==> config.mk <==
export PLATFORM = sky130hd
export DESIGN_NAME = rowRepairDecoder
export DESIGN_NICKNAME = d
export VERILOG_FILES = /design/src/rtl/rowRepairPkg.sv /design/src/rtl/repairCtrl.sv /design/src/rtl/repairDatapath.sv /design/src/rtl/rowRepairDecoder.sv
export SDC_FILE = /design/constraint.sdc
export NUM_CORES = 1
export LEC_CHECK = 0
export ABC_AREA = 1
export BUFFER_PORTS_ARGS = -buffer_cell sky130_fd_sc_hd__buf_2
export CAP_MARGIN = 20
export CORE_UTILIZATION = 45
export CTS_CLUSTER_DIAMETER = 200
export DETAILED_ROUTE_END_ITERATION = 7
export PLACE_DENSITY = 0.79
export SLEW_MARGIN = 10
export SYNTH_ARGS = -nofsm -noshare
export SYNTH_HDL_FRONTEND = slang
export SYNTH_SLANG_ARGS = --single-unit
==> constraint.sdc <==
create_clock -name clk -period 3.54 [get_ports clk]
set_clock_uncertainty 0.2 [all_clocks]
set_input_delay 0.708 -clock clk [delete_from_list [all_inputs] [get_ports clk]]
set_output_delay 0.708 -clock clk [all_outputs]
set_load 0.05 [all_outputs]
==> src/rtl/rowRepairPkg.sv <==
package rowRepairPkg;
  localparam int ROW_AW  = 7;
  localparam int SPARE_N = 4;

  // Strobes the control half hands to the datapath each cycle.
  typedef struct packed {
    logic [SPARE_N-1:0] entryWr;     // one-hot write select, already gated by the lock
    logic [ROW_AW-1:0]  wrAddr;
    logic               wrValid;
    logic               lookup;      // access this cycle
    logic [ROW_AW-1:0]  lookupAddr;
  } repairStrobes_t;
endpackage

==> src/rtl/repairCtrl.sv <==
module repairCtrl
  import rowRepairPkg::*;
#(
  parameter int ADDR_W = ROW_AW,
  parameter int SPARES = SPARE_N,
  localparam int IDX_W = (SPARES > 1) ? $clog2(SPARES) : 1
) (
  input  logic              clk,
  input  logic              rstN,
  input  logic              accessEn,
  input  logic [ADDR_W-1:0] rowAddr,
  input  logic              cfgWrite,
  input  logic [IDX_W-1:0]  cfgIndex,
  input  logic [ADDR_W-1:0] cfgAddr,
  input  logic              cfgEnable,
  input  logic              cfgLock,
  output repairStrobes_t    strobes,
  output logic              locked
);
  always_ff @(posedge clk or negedge rstN) begin
    if (!rstN) locked <= 1'b0;
    else       locked <= locked | cfgLock;
  end

  logic [SPARES-1:0] wrSel;
  for (genvar i = 0; i < SPARES; i++) begin : g_sel
    localparam logic [IDX_W-1:0] MY_IDX = IDX_W'(i);
    assign wrSel[i] = cfgWrite && !locked && (cfgIndex == MY_IDX);
  end

  always_comb begin
    strobes.entryWr    = wrSel;
    strobes.wrAddr     = cfgAddr;
    strobes.wrValid    = cfgEnable;
    strobes.lookup     = accessEn;
    strobes.lookupAddr = rowAddr;
  end
endmodule

==> src/rtl/repairDatapath.sv <==
module repairDatapath
  import rowRepairPkg::*;
#(
  parameter int ADDR_W = ROW_AW,
  parameter int SPARES = SPARE_N,
  localparam int ROWS  = 1 << ADDR_W
) (
  input  logic              clk,
  input  logic              rstN,
  input  repairStrobes_t    strobes,
  output logic [ROWS-1:0]   normalWl,
  output logic [SPARES-1:0] spareWl,
  output logic              dupError,
  output logic [SPARES-1:0] entryValid
);
  logic [ADDR_W-1:0] entryAddr [SPARES];
  logic [SPARES-1:0] hitVec;

  // Repair table plus one comparator per spare row.
  for (genvar i = 0; i < SPARES; i++) begin : g_entry
    always_ff @(posedge clk or negedge rstN) begin
      if (!rstN) begin
        entryAddr[i]  <= '0;
        entryValid[i] <= 1'b0;
      end else if (strobes.entryWr[i]) begin
        entryAddr[i]  <= strobes.wrAddr;
        entryValid[i] <= strobes.wrValid;
      end
    end
    assign hitVec[i] = entryValid[i] && (entryAddr[i] == strobes.lookupAddr);
  end

  // Lowest-index hit wins: isolate the least significant set bit.
  logic [SPARES-1:0] hitFirst;
  logic              anyHit;
  assign hitFirst = hitVec & (~hitVec + SPARES'(1));
  assign anyHit   = |hitVec;

  // Normal row decode.
  logic [ROWS-1:0] rowDec;
  for (genvar r = 0; r < ROWS; r++) begin : g_row
    localparam logic [ADDR_W-1:0] ROW_CODE = ADDR_W'(r);
    assign rowDec[r] = (strobes.lookupAddr == ROW_CODE);
  end

  // Duplicate programming among enabled entries.
  logic dupNow;
  always_comb begin
    dupNow = 1'b0;
    for (int i = 0; i < SPARES; i++) begin
      for (int j = i + 1; j < SPARES; j++) begin
        if (entryValid[i] && entryValid[j] && (entryAddr[i] == entryAddr[j]))
          dupNow = 1'b1;
      end
    end
  end

  always_ff @(posedge clk or negedge rstN) begin
    if (!rstN) begin
      normalWl <= '0;
      spareWl  <= '0;
      dupError <= 1'b0;
    end else begin
      normalWl <= (strobes.lookup && !anyHit) ? rowDec : '0;
      spareWl  <= strobes.lookup ? hitFirst : '0;
      dupError <= dupNow;
    end
  end
endmodule

==> src/rtl/rowRepairDecoder.sv <==
module rowRepairDecoder
  import rowRepairPkg::*;
#(
  parameter int ADDR_W = ROW_AW,
  parameter int SPARES = SPARE_N,
  localparam int ROWS  = 1 << ADDR_W,
  localparam int IDX_W = (SPARES > 1) ? $clog2(SPARES) : 1
) (
  input  logic              clk,
  input  logic              rstN,
  input  logic              accessEn,
  input  logic [ADDR_W-1:0] rowAddr,
  input  logic              cfgWrite,
  input  logic [IDX_W-1:0]  cfgIndex,
  input  logic [ADDR_W-1:0] cfgAddr,
  input  logic              cfgEnable,
  input  logic              cfgLock,
  output logic [ROWS-1:0]   normalWl,
  output logic [SPARES-1:0] spareWl,
  output logic              dupError
);
  repairStrobes_t    strobes;
  logic              ctrlLocked;
  logic [SPARES-1:0] entryValid;

  repairCtrl #(.ADDR_W(ADDR_W), .SPARES(SPARES)) u_ctrl (
    .clk(clk), .rstN(rstN), .accessEn(accessEn), .rowAddr(rowAddr),
    .cfgWrite(cfgWrite), .cfgIndex(cfgIndex), .cfgAddr(cfgAddr),
    .cfgEnable(cfgEnable), .cfgLock(cfgLock),
    .strobes(strobes), .locked(ctrlLocked)
  );

  repairDatapath #(.ADDR_W(ADDR_W), .SPARES(SPARES)) u_dp (
    .clk(clk), .rstN(rstN), .strobes(strobes),
    .normalWl(normalWl), .spareWl(spareWl), .dupError(dupError),
    .entryValid(entryValid)
  );
endmodule

# ---- Word level (Yosys, flattened, before mapping)
# Index checks and enable logic that the tools add are counted.
dict set report totals {
  out_inout_bits 133
  register_bits 166
}
dict set report op_classes {
  eq_ne 140
  muxes 8
  bitwise 3
  add_sub_neg 1
  n_reduce_logical 27
}
# operator n
set ops {}
lappend ops {{$eq A7 B7 Y1 const B} 64}
lappend ops {{$eq A7 B6 Y1 const B} 32}
lappend ops {{$mux W128} 1}
lappend ops {{$eq A7 B5 Y1 const B} 16}
lappend ops {{$eq A7 B7 Y1} 10}
lappend ops {{$eq A7 B4 Y1 const B} 8}
lappend ops {{$eq A7 B3 Y1 const B} 4}
lappend ops {{$logic_and A1 B1 Y1} 22}
lappend ops {{$eq A7 B2 Y1 const B} 2}
lappend ops {{$eq A7 B1 Y1 const B} 1}
lappend ops {{$logic_not A7 Y1} 1}
lappend ops {{$mux W1} 6}
lappend ops {{$add A4 B1 Y4 const B} 1}
lappend ops {{$and A4 B4 Y4} 1}
lappend ops {{$eq A2 B2 Y1 const B} 2}
lappend ops {{$mux W4} 1}
lappend ops {{$not A4 Y4} 1}
lappend ops {{$reduce_or A4 Y1} 1}
lappend ops {{$eq A2 B1 Y1 const B} 1}
lappend ops {{$logic_not A1 Y1} 2}
lappend ops {{$logic_not A2 Y1} 1}
lappend ops {{$or A1 B1 Y1} 1}

# ---- Logic depth before layout (Yosys ltp)
# Gate-level depths: netlist (run 1).
dict set report depth {
  ltp_word 8
  mapped_depth 12
  mapped_depth_nobuf 9
}

# ---- Cells and area by module
# A second synthesis (run 1) with hierarchy kept.
dict set report hier_totals {
  hier_cells 877
  hier_area_um2 8365.5
}
# mod cells_each area_per_inst_um2 instances
set by_module_without_submodules {}
lappend by_module_without_submodules {repairDatapath 847 8166.6 1}
lappend by_module_without_submodules {repairCtrl 30 198.9 1}

# ---- Worst setup path before layout (run 1)
# Ideal clock, no wire load.
dict set report synth_path {
  path_type {input -> register}
  from {input rowAddr[2]}
  to {register u_dp.normalWl[107]}
  slack_ps 1481
  arrival_time_ps 1740
  t_required_ps 3220
  path_stages 11
  path_cell_list {buf_2 -> inv_1 -> nand2_1 -> nand2_1 -> nand2_1 -> nor2_1 -> nand2_2 -> nand3_2 -> buf_6 -> buf_6 -> nor3_2}
}
dict set report synth_via {
  elab_chain_cells 6
  elab_cells_between_ends 13
  cone_classes {5 x eq/ne; 1 x mux; 7 x reduce/logical}
}
# item line_no
set synth_rtl {}
lappend synth_rtl {{from (decl)} rowRepairDecoder.sv:12} ;# input logic [ADDR_W-1:0] rowAddr,
lappend synth_rtl {{$eq A7 B7 Y1} repairDatapath.sv:30} ;# assign hitVec[i] = entryValid[i] && (entryAddr[i] == strobes.lookupAddr);
lappend synth_rtl {{$logic_and A1 B1 Y1} repairDatapath.sv:30}
lappend synth_rtl {{$reduce_or A4 Y1} repairDatapath.sv:37} ;# assign anyHit = |hitVec;
lappend synth_rtl {{$logic_not A1 Y1} repairDatapath.sv:64} ;# normalWl <= (strobes.lookup && !anyHit) ? rowDec : '0;
lappend synth_rtl {{$logic_and A1 B1 Y1} repairDatapath.sv:64}
lappend synth_rtl {{$mux W128 *} repairDatapath.sv:64}
lappend synth_rtl {{to (signal assigned)} repairDatapath.sv:64}
lappend synth_rtl {{to (decl)} repairDatapath.sv:11} ;# output logic [ROWS-1:0] normalWl,
# Mark *: on every way between the ends. The rest lies on a longest branch, timed or not.
# A chain may end at the register's enable or synchronous reset.

# ---- Worst setup path in the final report (run 1)
dict set report layout_path {
  from {register u_dp.entryAddr[3] (netlist bit)}
  to {register u_dp.normalWl[1]}
}
dict set report layout_via {
  elab_chain_cells 6
}
# item line_no
set layout_rtl {}
lappend layout_rtl {{from (decl)} repairDatapath.sv:16} ;# logic [ADDR_W-1:0] entryAddr [SPARES];
lappend layout_rtl {{from (signal, indexed assignment)} repairDatapath.sv:26} ;# entryAddr[i] <= strobes.wrAddr;
lappend layout_rtl {{$eq A7 B7 Y1} repairDatapath.sv:30}
lappend layout_rtl {{$logic_and A1 B1 Y1} repairDatapath.sv:30}
lappend layout_rtl {{$reduce_or A4 Y1} repairDatapath.sv:37}
lappend layout_rtl {{$logic_not A1 Y1} repairDatapath.sv:64}
lappend layout_rtl {{$logic_and A1 B1 Y1} repairDatapath.sv:64}
lappend layout_rtl {{$mux W128} repairDatapath.sv:64}
# Every way passes these cells.

==> metrics.md, run 1 <==
| Metric | Value |
|---|---|
| VDD IR-drop max | between 300 and 400 uV |
| Overall die height | 136 um |
| Post-layout total power | around 0.0043 W |
| Total wirelength of the detailed-routed design | ~21000 um |
| Number of filler cells placed in the layout | 1535 |
| Worst Hold Class | input port to asynchronous set/reset pin |
| Mean number of vias per cell | about 5.2 |
| Fin area | 9530 um^2 |
| Final routed DRC violation total | 0 |
| Syn-to-layout area delta | 17.2% |
| Flip-flop and latch count after synthesis | roughly 170 |
| Post-DP Area | just under 9000 um^2 |
| Maxcap violations | 0 |
| Number of hold violations in the final report | 0 |
| Leakage component of the power | roughly 4.6 nW |
| Final setup margin | approximately 1.2 ns |
| Wire length per cell | ~17 um |
| Clock tree from TritonCTS | built |
| Worst-path maximum fanout | 51 |
| Largest net degree at the start of global routing | 66 |
| Die Width | ~140 um |
| # nets final | roughly 1000 |
| Setup violations, final | 0 |
| Initial Utilization | between 40% and 50% |
| Clock latency on the worst-skew pair | 0.41 ns |
| TritonCTS Buffers | 17 |
| IO buf count | 154 |
| Cell at the root of the clock tree | clkbuf_16 |
| Power density over cell area | ~450 nW/um^2 |
| GP Congestion | 0.923 |
| Async SR Flop Fraction | 100% |
| Final antenna diode count | 0 |
| Fraction of layout instances using a drive strength above 1 | 33.6% |
| Commonest non-fill, non-tap cells in the layout | 286 x nand2_1, 166 x dfrtp_1, 153 x buf_2 |
| Critical path startpoint category | flop |
| Max Fclk | 429 MHz |
| Overflow left after global routing | 0 |
| Number of antenna violations at the first check in global routing | 0 |
| Critical Setup Path Class | flop to flop |
| RSZ-0062 raised after global routing | no |
| Post-DP HPWL | about 15000 um |
| Wire length of the first global-routing pass | 33700 um |
| Count of standard-cell rows | 48 |
| Final Non-Filler Cells | approximately 1200 |
| Total of warnings raised by yosys | 0 |
| Area taken by multi-input logic gates | about 3200 um^2 |
| Syn nets | about 890 |
| Count of antenna-violating nets left after detailed routing | 0 |
| Die Area | between 15000 and 20000 um^2 |
| Number of gates resized after cts | 0 |
| Post-CTS Setup Bufs | 0 |
| Commonest non-fill, non-tap cell in the layout | nand2_1 |
| Sequential-to-total area share from yosys stat | about 50% |
| Total via count in the routed design | ~6400 |
| Maximum root-to-sink buffer count | 2 |
| Total clock sinks | around 170 |
| Cell count after placement | 1207 |
| Pre-CTS setup slack | roughly 0.82 ns |
| I/O pin cnt | 155 |
| Area of the mapped netlist | ~8100 um^2 |
| Detailed-router iteration count before antenna repair | 5 |
| CP required | 3.63 ns |
| Max-Slew Margin vs Limit | between 20% and 30% |
| Number of global-route vias before repair | ~6100 |
| Endpoint class of the critical path | flop |
| Post-Synthesis Cells | roughly 860 |
| Period Utilization, post-route | approximately two thirds |
| Slew @ Worst Pin | between 1 and 1.5 ns |
| Seq. cell area | 4150 um^2 |
| Iter 0 DRT Violations | 440 |
| Register clock-pin slew on the reported worst setup and hold paths | about 0.07 ns |
| Hold-fix buffers, CTS | 0 |
| Max Transition Viols Final | 0 |
| Synth unique cells | 28 |
| Floorplan core area | between 15000 and 20000 um^2 |
| Run status | complete, no violations |
| Arrival time worst endpoint | 2.42 ns |
| Predominant post-synthesis flop cell | dfrtp_1 |
| GRT Util Overall | 24.0% |
| Number of H-tree levels | 4 |
| Number of enable flip-flop cells after synthesis | 0 |
| Clock period minus worst slack | approximately 2.3 ns |
| Setup TNS after final layout | 0 ns |
| Mean instance size in the synthesized netlist | 9.42 um^2 |
[per-layer routing]
metal,up-vias,global-route usage (%),share of wire [%]
met3,28,4.51,7.0
met1,3076,32.6,43
met2,295,38.9,48
met4,0,7.04,1.8
li1,3011,-,-
met5,-,0,0
[through the flow]
stage                     util [%]  hold slack, ns
after CTS                     54.5          0.0239
after floorplan                  -           0.212
after global routing          54.5          0.0357
final                         54.5          0.0257
after detailed placement      50.9           0.264
after global placement        50.9           0.254
[logic make-up after synthesis]
logic type | share of synthesized area [%]
AND/OR/NAND/NOR | 34.7
buffers and inverters | 9.25
AO/OA/AOI/OAI | 3.74
flip-flops | 51.1
XOR/XNOR | 1.19
[report_power, final]
group | switching [W] | internal [W] | total, W | leakage [nW]
sequential | 0.0000472 | 0.00192 | 0.00197 | 2.30
clock | 0.000795 | 0.00121 | 0.00200 | 0.313
combinational | 0.000258 | 0.0000983 | 0.000357 | 1.96
total | 0.00110 | 0.00323 | 0.00433 | 4.58
[Yosys cell counts, types with 3 or more instances]
cell | number | share of area, %
inv_2 | 4 | 0.18
a21oi_1 | 4 | 0.25
nor3_1 | 16 | 0.99
clkbuf_1 | 9 | 0.42
inv_1 | 51 | 2.4
xnor2_1 | 9 | 0.97
nor3_2 | 124 | 15
nand2_2 | 3 | 0.23
buf_12 | 11 | 2.7
o22ai_1 | 5 | 0.38
dfrtp_1 | 166 | 51
o21ai_0 | 46 | 2.8
buf_6 | 17 | 2.4
buf_2 | 13 | 0.80
nand2_1 | 286 | 13
nor2_1 | 68 | 3.1
nor3_4 | 4 | 0.80
nand3_1 | 13 | 0.80
[flip-flops by register name (all words and copies together), names as in the netlist]
register and flops:
u_ctrl.locked 1, u_dp.entryValid 4, u_dp.dupError 1, u_dp.normalWl 128, u_dp.entryAddr 28, u_dp.spareWl 4
[critical path: stages, from the launching register on]
cell	delay, ns
dfrtp_1	0.55
inv_1	0.12
nand2_1	0.08
nand3_1	0.08
nor2_1	0.19
nand2_1	0.16
nand2_8	0.40
buf_4	0.32
nor3_1	0.08
[final timing paths]
| path | from | to | slack, ns | cells past startpoint |
|---|---|---|---|---|
| setup reg to reg | u_dp.entryAddr[3] | u_dp.normalWl[1] | 1.21 | 8 |
| max in group asynchronous | rstN | u_dp.normalWl[88] | 2.37 | 2 |
| hold / removal | rstN | u_dp.normalWl[109] | 0.03 | 1 |
| hold reg to reg | u_ctrl.locked | u_ctrl.locked | 0.28 | 1 |
| min in group clk | cfgLock | u_ctrl.locked | 0.28 | 2 |
| setup / recovery | u_dp.entryAddr[3] | u_dp.normalWl[1] | 1.21 | 8 |
[cell type report]
type                            count  area share (%)
Clock buffer                       19            4.54
Clock inverter                     13            2.17
Inverter                           59            2.43
Multi-Input combinational cell    586            34.0
Sequential cell                   166            43.6
Tap cell                          225            2.95
Timing Repair Buffer              171            10.3
Note: power is estimated with default switching activity, not from simulation.
==> run 2: changes to the inputs <==
--- a/config.mk
+++ b/config.mk
@@ -5,13 +5,13 @@
 export SDC_FILE = /design/constraint.sdc
 export NUM_CORES = 1
 export LEC_CHECK = 0
-export ABC_AREA = 1
+export ABC_AREA = 0
 export BUFFER_PORTS_ARGS = -buffer_cell sky130_fd_sc_hd__buf_2
 export CAP_MARGIN = 20
 export CORE_UTILIZATION = 45
 export CTS_CLUSTER_DIAMETER = 200
 export DETAILED_ROUTE_END_ITERATION = 7
-export PLACE_DENSITY = 0.79
+export PLACE_DENSITY = 0.8
 export SLEW_MARGIN = 10
 export SYNTH_ARGS = -nofsm -noshare
 export SYNTH_HDL_FRONTEND = slang
==> constraint.sdc (replaced) <==
create_clock -name clk -period 2.2 [get_ports clk]
set_clock_uncertainty 0.2 [all_clocks]
set_input_delay 0.44 -clock clk [delete_from_list [all_inputs] [get_ports clk]]
set_output_delay 0.44 -clock clk [all_outputs]
set_load 0.05 [all_outputs]
==> metrics.md, run 2 <==
| Metric | Value |
|---|---|
| Biggest area consumer among synthesized cells | dfrtp_1 |
| Arrival time worst endpoint | roughly 2.2 ns |
| Predominant post-synthesis flop cell | dfrtp_1 |
| Detailed-router iteration count before antenna repair | 7 |
| Share of synthesized area spent on multiplexers | 5.29% |
| Largest net degree at the start of global routing | 53 |
| Number of global-route vias before repair | between 4000 and 5000 |
| Die Area | between 15000 and 20000 um^2 |
| Reg2reg start | u_dp.entryAddr[8] |
| Commonest non-fill, non-tap cell in the layout | dfrtp_1 |
| Destination of the critical timing path | u_dp.normalWl[69] |
| Sequential-to-total area share from yosys stat | 61.0% |
| Parity-gate share of the synthesized area counting xor and xnor cells | 9.00% |
| Total via count in the routed design | roughly 4900 |
| Number of enable flip-flop cells after synthesis | 0 |
| Wire length per cell | 19.5 um |
| Final antenna diode count | 0 |
| VDD IR-drop max | ~480 uV |
| Count of antenna-violating nets left after detailed routing | 0 |
| Fin area | about 8500 um^2 |
| Count of standard-cell rows | between 40 and 50 |
| Syn-to-layout area delta | 25.2% |
| TritonCTS Buffers | 17 |
| Top-area cell type share of the netlist area | between 60% and 70% |
| Run status | finished with violations |
| Arithmetic-cell share of the synthesized area counting full adders, half adders and majority gates | 0% |
| GRT Util Overall | 23.8% |
| Power density over cell area | 786 nW/um^2 |
| Critical Setup Path Class | flop to flop |
| Maximum root-to-sink buffer count | 2 |
| Synth unique cells | 34 |
| Async SR Flop Fraction | 100% |
| Max Transition Viols Final | 0 |
| Cell at the root of the clock tree | clkbuf_16 |
| Initial Utilization | a little under half |
| Most common cell in the synthesized netlist | dfrtp_1 |
| Post-layout total power | 0.00670 W |
| I/O pin cnt | ~160 |
| GP Congestion | 0.993 |
| Worst Hold Class | input port to flop |
| Register clock-pin slew on the reported worst setup and hold paths | 0.07 ns |
| Mean number of vias per cell | 5.43 |
| Die Width | approximately 130 um |
| Max Fclk | around 480 MHz |
| Slew @ Worst Pin | 0.587 ns |
| Post-Synth Simple-Gate Area | between 10% and 20% |
| Mean instance size in the synthesized netlist | about 12 um^2 |
| Area contributors post-synth | dfrtp_1 61%, nor3_1 6.2%, mux2_2 5.3%, xor2_1 4.6%, nor4_1 4.5% |
| Max reg flops | roughly 130 |
| Commonest non-fill, non-tap cells in the layout | 166 x dfrtp_1, 153 x buf_2, 85 x nor3_1 |
| Max-Slew Margin vs Limit | a little over 60% |
| Post-CTS Setup Bufs | 0 |
| Total wirelength of the detailed-routed design | between 15000 and 20000 um |
| Worst-path maximum fanout | 37 |
| Clock period minus worst slack | around 2.1 ns |
| CP required | 2.28 ns |
| Setup violations, final | 0 |
| Period Utilization, post-route | roughly 96% |
| Flip-flop and latch count after synthesis | between 150 and 200 |
| Overflow left after global routing | 0 |
| Number of hold violations in the final report | 0 |
| Post-DP Area | just under 8000 um^2 |
| Number of H-tree levels | 4 |
| Critical path startpoint category | flop |
| Wire length of the first global-routing pass | ~28000 um |
| Largest family of logic cells by synthesized area | simple AND/OR/NAND/NOR gates |
| Number of antenna violations at the first check in global routing | 0 |
| Post-DP HPWL | 12900 um |
| Maxcap violations | 0 |
| Final routed DRC violation total | between 40 and 50 |
| R2r setup slk | 0.1 ns |
| IO buf count | about 150 |
| Area of the mapped netlist | roughly 6800 um^2 |
| Cell count after placement | 872 |
| CP startpoint | u_dp.entryAddr[8] |
| # nets final | between 700 and 800 |
| Register containing the most flip-flops in the final layout | u_dp.normalWl |
| Fraction of layout instances using a drive strength above 1 | 40.2% |
| Leakage component of the power | 4.36 nW |
| Cell types with the highest counts after synthesis | 166 x dfrtp_1, 85 x nor3_1, 49 x nor4_1 |
| Floorplan core area | between 10000 and 15000 um^2 |
| Fraction of the mapped netlist area in compound gates | 0.606% |
| Reg-to-Reg End | u_dp.normalWl[69] |
| Total clock sinks | about 170 |
| Violated checks | design-rule violations |
| Clock tree from TritonCTS | built |
| Overall die height | ~130 um |
| Endpoint class of the critical path | flop |
| Worst r2r path cells | 6 |
| Post-Synthesis Cells | ~550 |
| Iter 0 DRT Violations | approximately 290 |
| Clock latency on the worst-skew pair | ~0.42 ns |
| Critical hold path startpoint | cfgAddr[2] |
| Largest registers | u_dp.normalWl (128), u_dp.entryAddr (28) |
| RSZ-0062 raised after global routing | no |
| Syn nets | between 500 and 600 |
| Final Non-Filler Cells | just over 900 |
| Total of warnings raised by yosys | 0 |
-- run 2: per-stage QoR --
step | TNS, ns | utilization [%] | setup slack, ns | hold slack (ns)
2_1_floorplan | 0 | - | 0.211 | -0.0556
3_3_place_gp | 0 | 54.0 | 0.0856 | 0.205
3_5_place_dp | -0.000862 | 54.0 | -0.000862 | 0.213
4_1_cts | 0 | 58.2 | 0.100 | 0.0738
5_1_grt | 0 | 58.2 | 0.000359 | 0.0832
6_report | 0 | 58.2 | 0.0971 | 0.0907
-- run 2: cells by family after synthesis --
family	after synthesis
AO/OA/AOI/OAI	5
AND/OR/NAND/NOR	205
multiplexers	32
buffers and inverters	67
XOR/XNOR	70
flip-flops	166
-- run 2: how the worst min path moves through the flow --
stage	endpoint	slack [ns]	cells after the start
2_1_floorplan	u_ctrl.locked	-0.06	0
3_3_place_gp	u_dp.normalWl[100]	0.21	1
3_5_place_dp	u_dp.normalWl[25]	0.21	1
4_1_cts	u_dp.entryAddr[2]	0.07	2
5_1_grt	u_dp.entryAddr[3]	0.08	2
6_report	u_dp.entryAddr[2]	0.09	2
-- run 2: report_power, final --
part | total [W] | internal [W] | leakage, nW | switching [W]
Sequential | 0.00315 | 0.00309 | 2.30 | 0.0000559
Combinational | 0.000589 | 0.000223 | 1.77 | 0.000365
Clock | 0.00296 | 0.00171 | 0.293 | 0.00125
Total | 0.00670 | 0.00503 | 4.36 | 0.00167
-- run 2: area by class of cell --
cell class / instances / area (um^2)
clock buffers: 18 / 429
repair buffers: 211 / 1300
well taps: 184 / 230
clock inverters: 14 / 166
fillers: 1167 / 6120
multi-input cells: 312 / 2240
inverters: 1 / 3.75
flip-flops and latches: 166 / 4150
-- run 2: critical path, stage by stage (launching register included) --
cell and delay, ns:
dfrtp_1 0.49, xor2_1 0.19, nor4_2 0.33, nand4_2 0.22, nand4b_4 0.22, buf_12 0.20, nor3_1 0.08
-- run 2: what timing repair did --
| action | in CTS | in global routing |
|---|---|---|
| hold buffers | 2 | 0 |
| setup endpoints to repair | 0 | 22 |
| hold endpoints to repair | 49 | 0 |
| gates resized for setup | 0 | 1 |
-- run 2: metal layers --
metal,GRT usage (%),up-vias,share of wire (%)
met5,0,-,0
li1,-,2222,-
met1,31.2,2444,42
met3,5.78,21,6.9
met4,8.90,0,1.7
met2,38.4,231,50
